--- config.mk ---
export PLATFORM = sky130hd
export DESIGN_NAME = interleave_merger
export DESIGN_NICKNAME = d
export VERILOG_FILES = /design/src/rtl/imerge_pkg.sv /design/src/rtl/merger_ctrl.sv /design/src/rtl/merger_dp.sv /design/src/rtl/interleave_merger.sv
export SDC_FILE = /design/constraint.sdc
export NUM_CORES = 1
export LEC_CHECK = 0
export ABC_AREA = 1
export BUFFER_PORTS_ARGS = -buffer_cell sky130_fd_sc_hd__buf_2
export CORE_ASPECT_RATIO = 1.75
export CORE_UTILIZATION = 38
export CTS_CLUSTER_DIAMETER = 200
export DETAILED_ROUTE_END_ITERATION = 16
export PLACE_DENSITY = 0.62
export SLEW_MARGIN = 20
export SYNTH_ARGS = -nofsm -noshare
export SYNTH_HDL_FRONTEND = slang
export SYNTH_SLANG_ARGS = --single-unit
--- constraint.sdc ---
create_clock -name clk -period 2 [get_ports clk]
set_input_delay 0.4 -clock clk [delete_from_list [all_inputs] [get_ports clk]]
set_output_delay 0.4 -clock clk [all_outputs]
set_load 0.05 [all_outputs]
--- src/rtl/imerge_pkg.sv ---
package imerge_pkg;

  // Control-to-datapath strobes
  typedef struct packed {
    logic capture;     // load a new output word this edge
    logic interleave;  // latched mode for the word being loaded
  } merge_strobe_t;

  // Converter feeding an output slot in interleaved mode.
  // Channel c = slot/2 takes source (c/2)*4 + c%2; the odd slot uses the
  // converter two above that source (180-degree partner).
  function automatic int pairSource(input int slot);
    int ch;
    ch = slot / 2;
    return (ch / 2) * 4 + (ch % 2) + 2 * (slot % 2);
  endfunction

endpackage

--- src/rtl/merger_ctrl.sv ---
module merger_ctrl
  import imerge_pkg::*;
#(
  parameter int LAT  = 5,
  parameter int TS_W = 32
) (
  input  logic            clk,
  input  logic            rstN,
  input  logic            acqEnable,
  input  logic            interleaveSel,
  output merge_strobe_t   strb,
  output logic [TS_W-1:0] stampBase,
  output logic            validOut
);

  localparam logic [TS_W-1:0] LAT_T = TS_W'(LAT);

  logic [TS_W-1:0] cycCnt;
  logic            modeReg;
  logic            validReg;
  logic            capture;

  assign capture = acqEnable && (cycCnt >= LAT_T);

  always_ff @(posedge clk or negedge rstN) begin
    if (!rstN) begin
      cycCnt   <= '0;
      modeReg  <= 1'b0;
      validReg <= 1'b0;
    end else begin
      if (!acqEnable) begin
        cycCnt  <= '0;
        modeReg <= interleaveSel;
      end else begin
        cycCnt <= cycCnt + 1'b1;
      end
      validReg <= capture;
    end
  end

  assign strb.capture    = capture;
  assign strb.interleave = modeReg;
  assign stampBase       = cycCnt - LAT_T;
  assign validOut        = validReg;


  fresh_enable_chk: assert property (@(posedge clk) disable iff (!rstN)
    $rose(acqEnable) |=> !validReg);


  mode_frozen_chk: assert property (@(posedge clk) disable iff (!rstN)
    $past(acqEnable) |-> $stable(modeReg));


  stop_drops_valid_chk: assert property (@(posedge clk) disable iff (!rstN)
    !acqEnable |=> !validReg);

endmodule

--- src/rtl/merger_dp.sv ---
module merger_dp
  import imerge_pkg::*;
#(
  parameter int NUM_CONV = 8,
  parameter int SAMP_W   = 12,
  parameter int TS_W     = 32
) (
  input  logic                       clk,
  input  logic                       rstN,
  input  merge_strobe_t              strb,
  input  logic [TS_W-1:0]            stampBase,
  input  logic [NUM_CONV*SAMP_W-1:0] convData,
  output logic [NUM_CONV*SAMP_W-1:0] dataOut,
  output logic [TS_W-1:0]            stampOut,
  output logic                       modeOut
);

  localparam int BUS_W = NUM_CONV * SAMP_W;

  logic [SAMP_W-1:0] convArr [NUM_CONV];
  logic [BUS_W-1:0]  slotNext;
  logic [BUS_W-1:0]  dataReg;
  logic [TS_W-1:0]   stampReg;
  logic [TS_W-1:0]   stampNext;
  logic              modeReg;

  for (genvar s = 0; s < NUM_CONV; s++) begin : g_slot
    localparam int SRC_IL = pairSource(s);
    assign convArr[s] = convData[s*SAMP_W +: SAMP_W];
    always_comb begin
      if (strb.interleave) slotNext[s*SAMP_W +: SAMP_W] = convArr[SRC_IL];
      else                 slotNext[s*SAMP_W +: SAMP_W] = convArr[s];
    end
  end

  assign stampNext = strb.interleave ? {stampBase[TS_W-2:0], 1'b0} : stampBase;

  always_ff @(posedge clk or negedge rstN) begin
    if (!rstN) begin
      dataReg  <= '0;
      stampReg <= '0;
      modeReg  <= 1'b0;
    end else if (strb.capture) begin
      dataReg  <= slotNext;
      stampReg <= stampNext;
      modeReg  <= strb.interleave;
    end
  end

  assign dataOut  = dataReg;
  assign stampOut = stampReg;
  assign modeOut  = modeReg;


  hold_idle_chk: assert property (@(posedge clk) disable iff (!rstN)
    !strb.capture |=> ($stable(dataReg) && $stable(stampReg) && $stable(modeReg)));


  even_stamp_chk: assert property (@(posedge clk) disable iff (!rstN)
    (strb.capture && strb.interleave) |=> !stampReg[0]);

endmodule

--- src/rtl/interleave_merger.sv ---
module interleave_merger
  import imerge_pkg::*;
#(
  parameter int NUM_CONV = 8,
  parameter int SAMP_W   = 12,
  parameter int LAT      = 5,
  parameter int TS_W     = 32
) (
  input  logic                       clk,
  input  logic                       rstN,
  input  logic                       acqEnable,
  input  logic                       interleaveSel,
  input  logic [NUM_CONV*SAMP_W-1:0] convData,
  output logic [NUM_CONV*SAMP_W-1:0] mergedData,
  output logic                       mergedValid,
  output logic [TS_W-1:0]            mergedStamp,
  output logic                       mergedMode
);

  merge_strobe_t   strb;
  logic [TS_W-1:0] stampBase;

  merger_ctrl #(.LAT(LAT), .TS_W(TS_W)) u_ctrl (
    .clk          (clk),
    .rstN         (rstN),
    .acqEnable    (acqEnable),
    .interleaveSel(interleaveSel),
    .strb         (strb),
    .stampBase    (stampBase),
    .validOut     (mergedValid)
  );

  merger_dp #(.NUM_CONV(NUM_CONV), .SAMP_W(SAMP_W), .TS_W(TS_W)) u_dp (
    .clk      (clk),
    .rstN     (rstN),
    .strb     (strb),
    .stampBase(stampBase),
    .convData (convData),
    .dataOut  (mergedData),
    .stampOut (mergedStamp),
    .modeOut  (mergedMode)
  );


  stamp_step_chk: assert property (@(posedge clk) disable iff (!rstN)
    (mergedValid && $past(mergedValid)) |->
      (mergedStamp == $past(mergedStamp) + (mergedMode ? TS_W'(2) : TS_W'(1))));


  first_stamp_chk: assert property (@(posedge clk) disable iff (!rstN)
    $rose(mergedValid) |-> (mergedStamp == '0));

endmodule

==> results of run 1 <==
[cell type report]
type                       instances  area share
tap                              296      0.0337
inverter                          84      0.0292
sequential                       163       0.372
timing repair buffer             281       0.162
clock inverter                    11      0.0137
multi-input combinational        880       0.347
clock buffer                      21      0.0428
antenna                            1    0.000228
[state kept, by name, indices dropped and copies added, names as in the netlist]
register         cells
u_dp.dataOut        96
u_ctrl.cycCnt       32
u_dp.stampOut       32
u_ctrl.modeReg       1
u_ctrl.validOut      1
u_dp.modeOut         1
[cells in the mapped netlist (2+ instances only)]
cell type,count,share of area
nand2_1,554,0.25
dfrtp_1,163,0.48
nor2_1,91,0.040
inv_1,83,0.037
o21ai_0,72,0.043
nand3_1,71,0.042
xor2_1,22,0.023
clkbuf_1,21,0.0093
nor3_1,20,0.012
a21oi_1,15,0.0089
buf_2,15,0.0089
nand4_1,11,0.0081
buf_6,10,0.013
buf_1,4,0.0018
nor2_2,4,0.0030
nor2_4,4,0.0053
ha_1,3,0.0044
o21ai_1,3,0.0018
buf_4,2,0.0018
nand2_2,2,0.0015
o211ai_1,2,0.0018
[worst paths after layout]
check | endpoint | slack (ns) | start
max in group asynchronous | u_ctrl.cycCnt[26] | 0.88 | rstN
worst min register to register | u_dp.dataOut[83] | 0.46 | u_dp.dataOut[83]
min in group asynchronous | u_dp.dataOut[43] | 0.47 | rstN
worst max register to register | u_dp.stampOut[19] | 0.04 | u_ctrl.cycCnt[3]
worst max-delay path | u_dp.stampOut[19] | 0.04 | u_ctrl.cycCnt[3]
worst min-delay path | u_dp.dataOut[6] | 0.16 | convData[6]
[metrics by stage]
stage	utilization	power, mW	area, sq um	setup TNS (ns)	setup slack [ns]
final	0.500	16.6	11000	0	0.0439
after floorplan	-	11.0	8480	0	0.132
after global routing	0.500	17.4	11000	-0.935	-0.0369
after detailed placement	0.462	13.2	10100	0	0.0734
after global placement	0.462	13.1	10100	0	0.0867
after CTS	0.490	16.7	10800	0	0.0330
[cells by family (layout without fill, tap and decap cells)]
logic type      after synthesis  count (layout)  share of synthesized area
buf+inv                     137             397                     0.0739
flops                       163             163                      0.481
xor+xnor                     23              23                     0.0238
other cells                   0               1                          0
fa+ha+maj                     3               3                    0.00443
compound gates               94              94                     0.0567
simple gates                760             760                      0.360
[timing repair]
action | 4_1_cts | 5_1_grt
hold buffers | 1 | 0
resized for setup | 0 | 17
endpoints found under the setup margin | 0 | 132
buffers inserted | 0 | 2
endpoints found under the hold margin | 43 | 0
[worst reg2reg max path, stage by stage (launching register included)]
cell and delay, ns:
dfrtp_1 0.40, nor2_1 0.23, nand2_1 0.13, o21ai_1 0.28, nor2_4 0.08, nor2_4 0.24, buf_12 0.18, buf_12 0.14
nand3_1 0.13, nand2_1 0.08
[power breakdown]
group | total (mW) | internal, mW | switching (mW)
combinational | 7.86 | 1.60 | 6.26
sequential | 5.25 | 4.57 | 0.672
clock | 3.47 | 2.07 | 1.40
[layer usage]
metal  wire length, um  up-vias  part of all wire
li1                  -     4166                 -
met1             10100     3852              0.38
met2             14300      244              0.53
met3              1090       65             0.041
met4              1360        0             0.051
met5                 0        -                 0
==> impl_metrics.py, run 1 <==
metrics = {
    "run_status": {
        "status": "finished, violations left",
        "violations": "design-rule violations",
    },
    "min_path": {
        "min_path_type": "input pin to flip-flop",
        "hold_depth": 3,
    },
    "floorplan": {
        "initial_utilization": 0.386,
        "die_h_um": 200,
        "die-area_sq_um": 22900,
        "rows": 72,
        "design.portCount": 230,
        "coreArea_sq_um": 22000,
        "die_x_um": 115,
    },
    "clock_tree": {
        "tritoncts": "done",
        "path_clk_slew_ns": 0.06,
        "clk_path_buf_depth": 2,
        "clk_latency_ns": 0.44,
        "clockRootBuffer": "clkbuf_16",
        "h-tree-depth": 4,
        "clock-sinks": 163,
        "cts_buffers": 17,
    },
    "sta": {
        "period_needed_ns": 1.96,
        "slew_headroom": 0.659,
        "fin_crit_sh": 0.978,
        "max_slew.worst_pin.slew_ns": 0.508,
        "setup_violations": 0,
        "hold_viol": 0,
        "fin_skew_ns": 0.0112,
        "fin_hold_ws_ns": 0.160,
        "drv_slew": 0,
        "clock.fmax_ghz": 0.511,
    },
    "detailed_routing": {
        "postRouteWirelength_um": 26900,
        "viasPerCell": 4.79,
        "drt_pass1_iterations": 11,
        "drc": 1,
        "vias": 8327,
        "final_antenna_net_count": 0,
        "drtIter0Drc": 594,
        "wl_per_cell_um": 15.5,
    },
    "pwr": {
        "cellLeakagePower_nw": 6.15,
        "peakVddDrop_mv": 0.618,
        "power_density_nw_per_um2": 1510,
    },
    "global_route": {
        "groute.usage.overall": 0.233,
        "grt_pass1_wl_um": 40600,
        "grt.met2_usage": 0.422,
        "gr-max-usage-layer": "met2",
        "grt_max_degree": 77,
        "antenna_found_initial": 1,
        "met1_usage": 0.251,
        "grt_pass1_vias": 7954,
        "use_met3": 0.0346,
        "gr-total-overflow": 0,
    },
    "setup_path": {
        "path_buf_inv": 2,
        "crit_chain": "nor2_1 -> nand2_1 -> o21ai_1 -> nor2_4 -> nor2_4 -> buf_12 -> buf_12 -> nand3_1 -> nand2_1",
        "reg2reg_depth": 9,
        "crit_arrival_ns": 2.33,
        "crit_cells": 9,
        "critical_path_class": "flip-flop to flip-flop",
        "crit_family": "simple AND/OR/NAND/NOR gates",
        "critPathMaxStageDelay_ns": 0.40,
        "worst_path_max_delay_cell": "dfrtp_1",
        "cp-end-kind": "flip-flop",
        "required_ns": 2.37,
        "start_kind": "flip-flop",
        "worstPathMaxFanout": 11,
    },
    "logic_synthesis": {
        "synth.yosys.seq_area_share": 0.481,
        "synth-seq-cells": 163,
        "ys.flop_type": "dfrtp_1",
        "synthArstFlopShare": 1.00,
        "synth_edf_count": 0,
        "postSynthAreaPerCell_sq_um": 7.18,
        "ys_warn_count": 0,
        "syn_area_sq_um": 8480,
        "synthCells": 1180,
        "yosysUniqueCellTypes": 29,
        "synth.net_count": 1283,
    },
    "layout": {
        "layout_common_cells": "552 x nand2_1, 228 x buf_2, 161 x dfrtp_1",
        "seq_area_sq_um": 4080,
        "fill_cells": 2267,
        "drive_gt1_frac": 0.233,
        "layout_commonest_cell": "nand2_1",
        "fin_nets": 1530,
        "multi_input_area_sq_um": 3810,
        "syn2layout_area_growth_pct": 29.6,
        "final_cells": 1737,
    },
    "job": {
        "drv_cap": 0,
    },
    "place": {
        "io_buffers": 229,
        "dp.cells": 1696,
        "dpl.hpwl_um": 19600,
        "place.gp.congestion": 0.994,
    },
}
Power figures use the tool's default switching activity.
==> inputs of run 2 (changes only) <==
--- a/config.mk
+++ b/config.mk
@@ -5,13 +5,13 @@
 export SDC_FILE = /design/constraint.sdc
 export NUM_CORES = 1
 export LEC_CHECK = 0
-export ABC_AREA = 1
 export BUFFER_PORTS_ARGS = -buffer_cell sky130_fd_sc_hd__buf_2
 export CORE_ASPECT_RATIO = 1.75
 export CORE_UTILIZATION = 38
 export CTS_CLUSTER_DIAMETER = 200
 export DETAILED_ROUTE_END_ITERATION = 16
 export PLACE_DENSITY = 0.62
+export REMOVE_ABC_BUFFERS = 1
 export SLEW_MARGIN = 20
 export SYNTH_ARGS = -nofsm -noshare
 export SYNTH_HDL_FRONTEND = slang
==> run 2 against run 1 <==
- the run ends with negative setup slack left
- via count down 7.1%
- maximum frequency down 17%
- register-to-register slack got worse by 0.40 ns
- die area decreased by 3.2%
- critical path depth is 2 lower
- clock power is 14% lower
- synthesized area is 3.3% lower
- critical endpoint is now u_dp.stampOut[31]
- largest power group unchanged
==> impl_metrics.py, run 2 <==
metrics = {
    "setup_path": {
        "critical_path.startpoint": "u_ctrl.cycCnt[24]",
        "reg2reg_depth": 7,
        "required_ns": 2.30,
        "cp-end-kind": "flip-flop",
        "r2r-end": "u_dp.stampOut[31]",
        "crit_arrival_ns": 2.65,
        "critical_path_class": "flip-flop to flip-flop",
        "crit_family": "simple AND/OR/NAND/NOR gates",
        "crit_chain": "or4_4 -> or3_4 -> buf_4 -> buf_6 -> or4_1 -> a31oi_1 -> o41ai_2",
        "path_buf_inv": 2,
        "start_kind": "flip-flop",
        "worst_path_max_delay_cell": "or4_4",
        "critPathMaxStageDelay_ns": 0.54,
        "r2r_setup_slack_ns": -0.36,
        "worstPathMaxFanout": 4,
        "rr_startpoint": "u_ctrl.cycCnt[24]",
    },
    "pwr": {
        "p_clk_frac": 0.183,
        "p_int_mw": 8.05,
        "power_density_nw_per_um2": 1420,
        "peakVddDrop_mv": 0.657,
        "cellLeakagePower_nw": 5.92,
        "seqPwrFrac": 0.322,
        "comb_power_share": 0.495,
        "switchingPower_mw": 8.28,
        "power_switching_share": 0.507,
    },
    "sta": {
        "setup_violations": 130,
        "fin_ws_ns": -0.355,
        "max_slew.worst_pin.slew_ns": 0.535,
        "clock.fmax_ghz": 0.425,
        "fin_crit_sh": 1.18,
        "period_needed_ns": 2.36,
        "fin_hold_ws_ns": 0.163,
        "slew_headroom": 0.638,
        "hold_viol": 0,
        "drv_slew": 0,
        "grt_setup_unrepaired": "true",
        "fin_skew_ns": 0.0104,
        "tns_ns": -31.23,
    },
    "logic_synthesis": {
        "synthCells": 905,
        "synth_edf_count": 0,
        "postSynthAreaPerCell_sq_um": 9.06,
        "synth-seq-cells": 163,
        "synth_top_area_share": 0.497,
        "synthArstFlopShare": 1.00,
        "synth_area_leaders": "dfrtp_1 50%, nand2_1 11%, mux2i_1 7.1%",
        "synth.yosys.seq_area_share": 0.497,
        "ys.flop_type": "dfrtp_1",
        "synthTopCellsByCount": "249 x nand2_1, 163 x dfrtp_1, 74 x o21ai_0",
        "yosysUniqueCellTypes": 63,
        "netlist.top_cell.by_area": "dfrtp_1",
        "ys_warn_count": 0,
        "syn_area_sq_um": 8200,
        "synth_most_common_cell": "nand2_1",
    },
    "global_route": {
        "groute.usage.overall": 0.222,
        "grt_pass1_wl_um": 38400,
        "grt_pass1_vias": 7602,
        "grt_max_degree": 65,
        "antenna_found_initial": 2,
        "gr-total-overflow": 0,
    },
    "floorplan": {
        "initial_utilization": 0.390,
        "design.portCount": 230,
        "rows": 70,
        "die_h_um": 196,
        "coreArea_sq_um": 21000,
        "die-area_sq_um": 22200,
        "die_x_um": 113,
    },
    "clock_tree": {
        "clock-sinks": 163,
        "h-tree-depth": 4,
        "clockRootBuffer": "clkbuf_16",
        "path_clk_slew_ns": 0.06,
        "clk_path_buf_depth": 2,
        "clk_latency_ns": 0.43,
        "cts_buffers": 17,
        "tritoncts": "done",
    },
    "detailed_routing": {
        "drt_pass1_iterations": 6,
        "viasPerCell": 5.23,
        "drtIter0Drc": 391,
        "dr_wl_met2_um": 13600,
        "wl_met3_um": 934,
        "m1WireLength_um": 9150,
        "vias": 7733,
        "drc": 0,
        "maxUsedRoutingLayer": "met4",
        "wl_per_cell_um": 16.6,
        "final_antenna_net_count": 0,
        "postRouteWirelength_um": 24500,
    },
    "run_status": {
        "status": "finished, violations left",
        "violations": "negative setup slack",
    },
    "place": {
        "place.gp.congestion": 0.858,
        "io_buffers": 229,
        "dpl.hpwl_um": 17700,
    },
    "layout": {
        "fill_cells": 1931,
        "largest_register_ffs": 96,
        "layout_commonest_cell": "nand2_1",
        "layout_common_cells": "234 x nand2_1, 228 x buf_2, 162 x dfrtp_1",
        "fin_nets": 1315,
        "drive_gt1_frac": 0.366,
        "syn2layout_area_growth_pct": 40.1,
    },
    "min_path": {
        "hold_path.startpoint": "convData[92]",
        "hold_depth": 3,
        "whs_endpoint": "u_dp.dataOut[92]",
        "min_path_type": "input pin to flip-flop",
    },
    "job": {
        "drv_cap": 0,
    },
}
==> run 2: cell count changes after synthesis, sizes merged, moves of 7 or more <==
cell | before | now
nand2 | 556 | 249
mux2i | 0 | 58
inv | 84 | 9
o41ai | 0 | 8
nor2 | 99 | 55
or3 | 0 | 7
o31ai | 0 | 9
nor4 | 0 | 19
nand3 | 72 | 15
xnor2 | 1 | 23
clkbuf | 21 | 44
nand4 | 11 | 20
==> run 2: stage by stage <==
stage | instance area, sq um | setup slack [ns] | utilization | power, mW | cells
4_1_cts | 11200 | -0.392 | 0.534 | 16.4 | 1470
5_1_grt | 11500 | -0.411 | 0.546 | 17.1 | 1478
2_1_floorplan | 7880 | -6.18 | - | 11.1 | 833
6_report | 11500 | -0.355 | 0.546 | 16.3 | 1478
3_5_place_dp | 10300 | -0.459 | 0.491 | 13.2 | 1424
3_3_place_gp | 10300 | -0.437 | 0.491 | 13.1 | 1424
==> run 2: worst max path at each step <==
stage	slack (ns)	to	depth (start not counted)
6_report	-0.36	u_dp.stampOut[31]	7
5_1_grt	-0.41	u_dp.stampOut[22]	7
4_1_cts	-0.39	u_dp.stampOut[22]	8
3_5_place_dp	-0.46	u_dp.stampOut[22]	7
3_3_place_gp	-0.44	u_dp.stampOut[22]	7
2_1_floorplan	-6.18	u_dp.stampOut[24]	6
==> run 2: worst reg2reg max path, cell delays in order (launching register included) <==
cell and delay (ns):
dfrtp_1 0.38, or4_4 0.54, or3_4 0.36, buf_4 0.15, buf_6 0.11, or4_1 0.40, a31oi_1 0.22, o41ai_2 0.08
==> run 2: power by group through the flow <==
stage | combinational [mW] | clock [mW] | sequential, mW
3_3_place_gp | 7.85 | 0 | 5.26
2_1_floorplan | 1.21 | 0 | 9.88
6_report | 8.09 | 2.99 | 5.26
4_1_cts | 8.05 | 3.07 | 5.24
3_5_place_dp | 7.93 | 0 | 5.30
5_1_grt | 8.53 | 3.17 | 5.41
==> run 2: cell families after synthesis <==
kind of cell / synth area share
multiplexers: 0.0749
AO/OA/AOI/OAI: 0.108
XOR/XNOR: 0.0449
AND/OR/NAND/NOR: 0.228
adder cells (fa/ha/maj): 0.00458
buffers and inverters: 0.0429
flip-flops: 0.497
==> run 2: what timing repair did <==
| item | 4_1_cts | 5_1_grt |
|---|---|---|
| hold buffers | 1 | 0 |
| endpoints found under the hold margin | 24 | 0 |
| pin swaps | 8 | 13 |
| buffers inserted | 8 | 5 |
| cloned | 6 | 1 |
| endpoints found under the setup margin | 132 | 143 |
| gates resized for setup | 68 | 67 |
==> run 2: final cells by class <==
class                      count  area (sq um)  area share
inverter                       9          41.3     0.00360
sequential                   163          4080       0.355
clock inverter                10          60.1     0.00523
antenna                        2          5.00    0.000436
clock buffer                  21           470      0.0410
timing repair buffer         360          2510       0.219
multi-input combinational    661          4000       0.348
tap                          252           315      0.0275
==> run 2: per-layer routing <==
layer | vias up | GRT usage
met2 | 196 | 0.422
met1 | 3752 | 0.232
li1 | 3730 | -
met5 | - | 0
met3 | 55 | 0.0361
met4 | 0 | 0.107
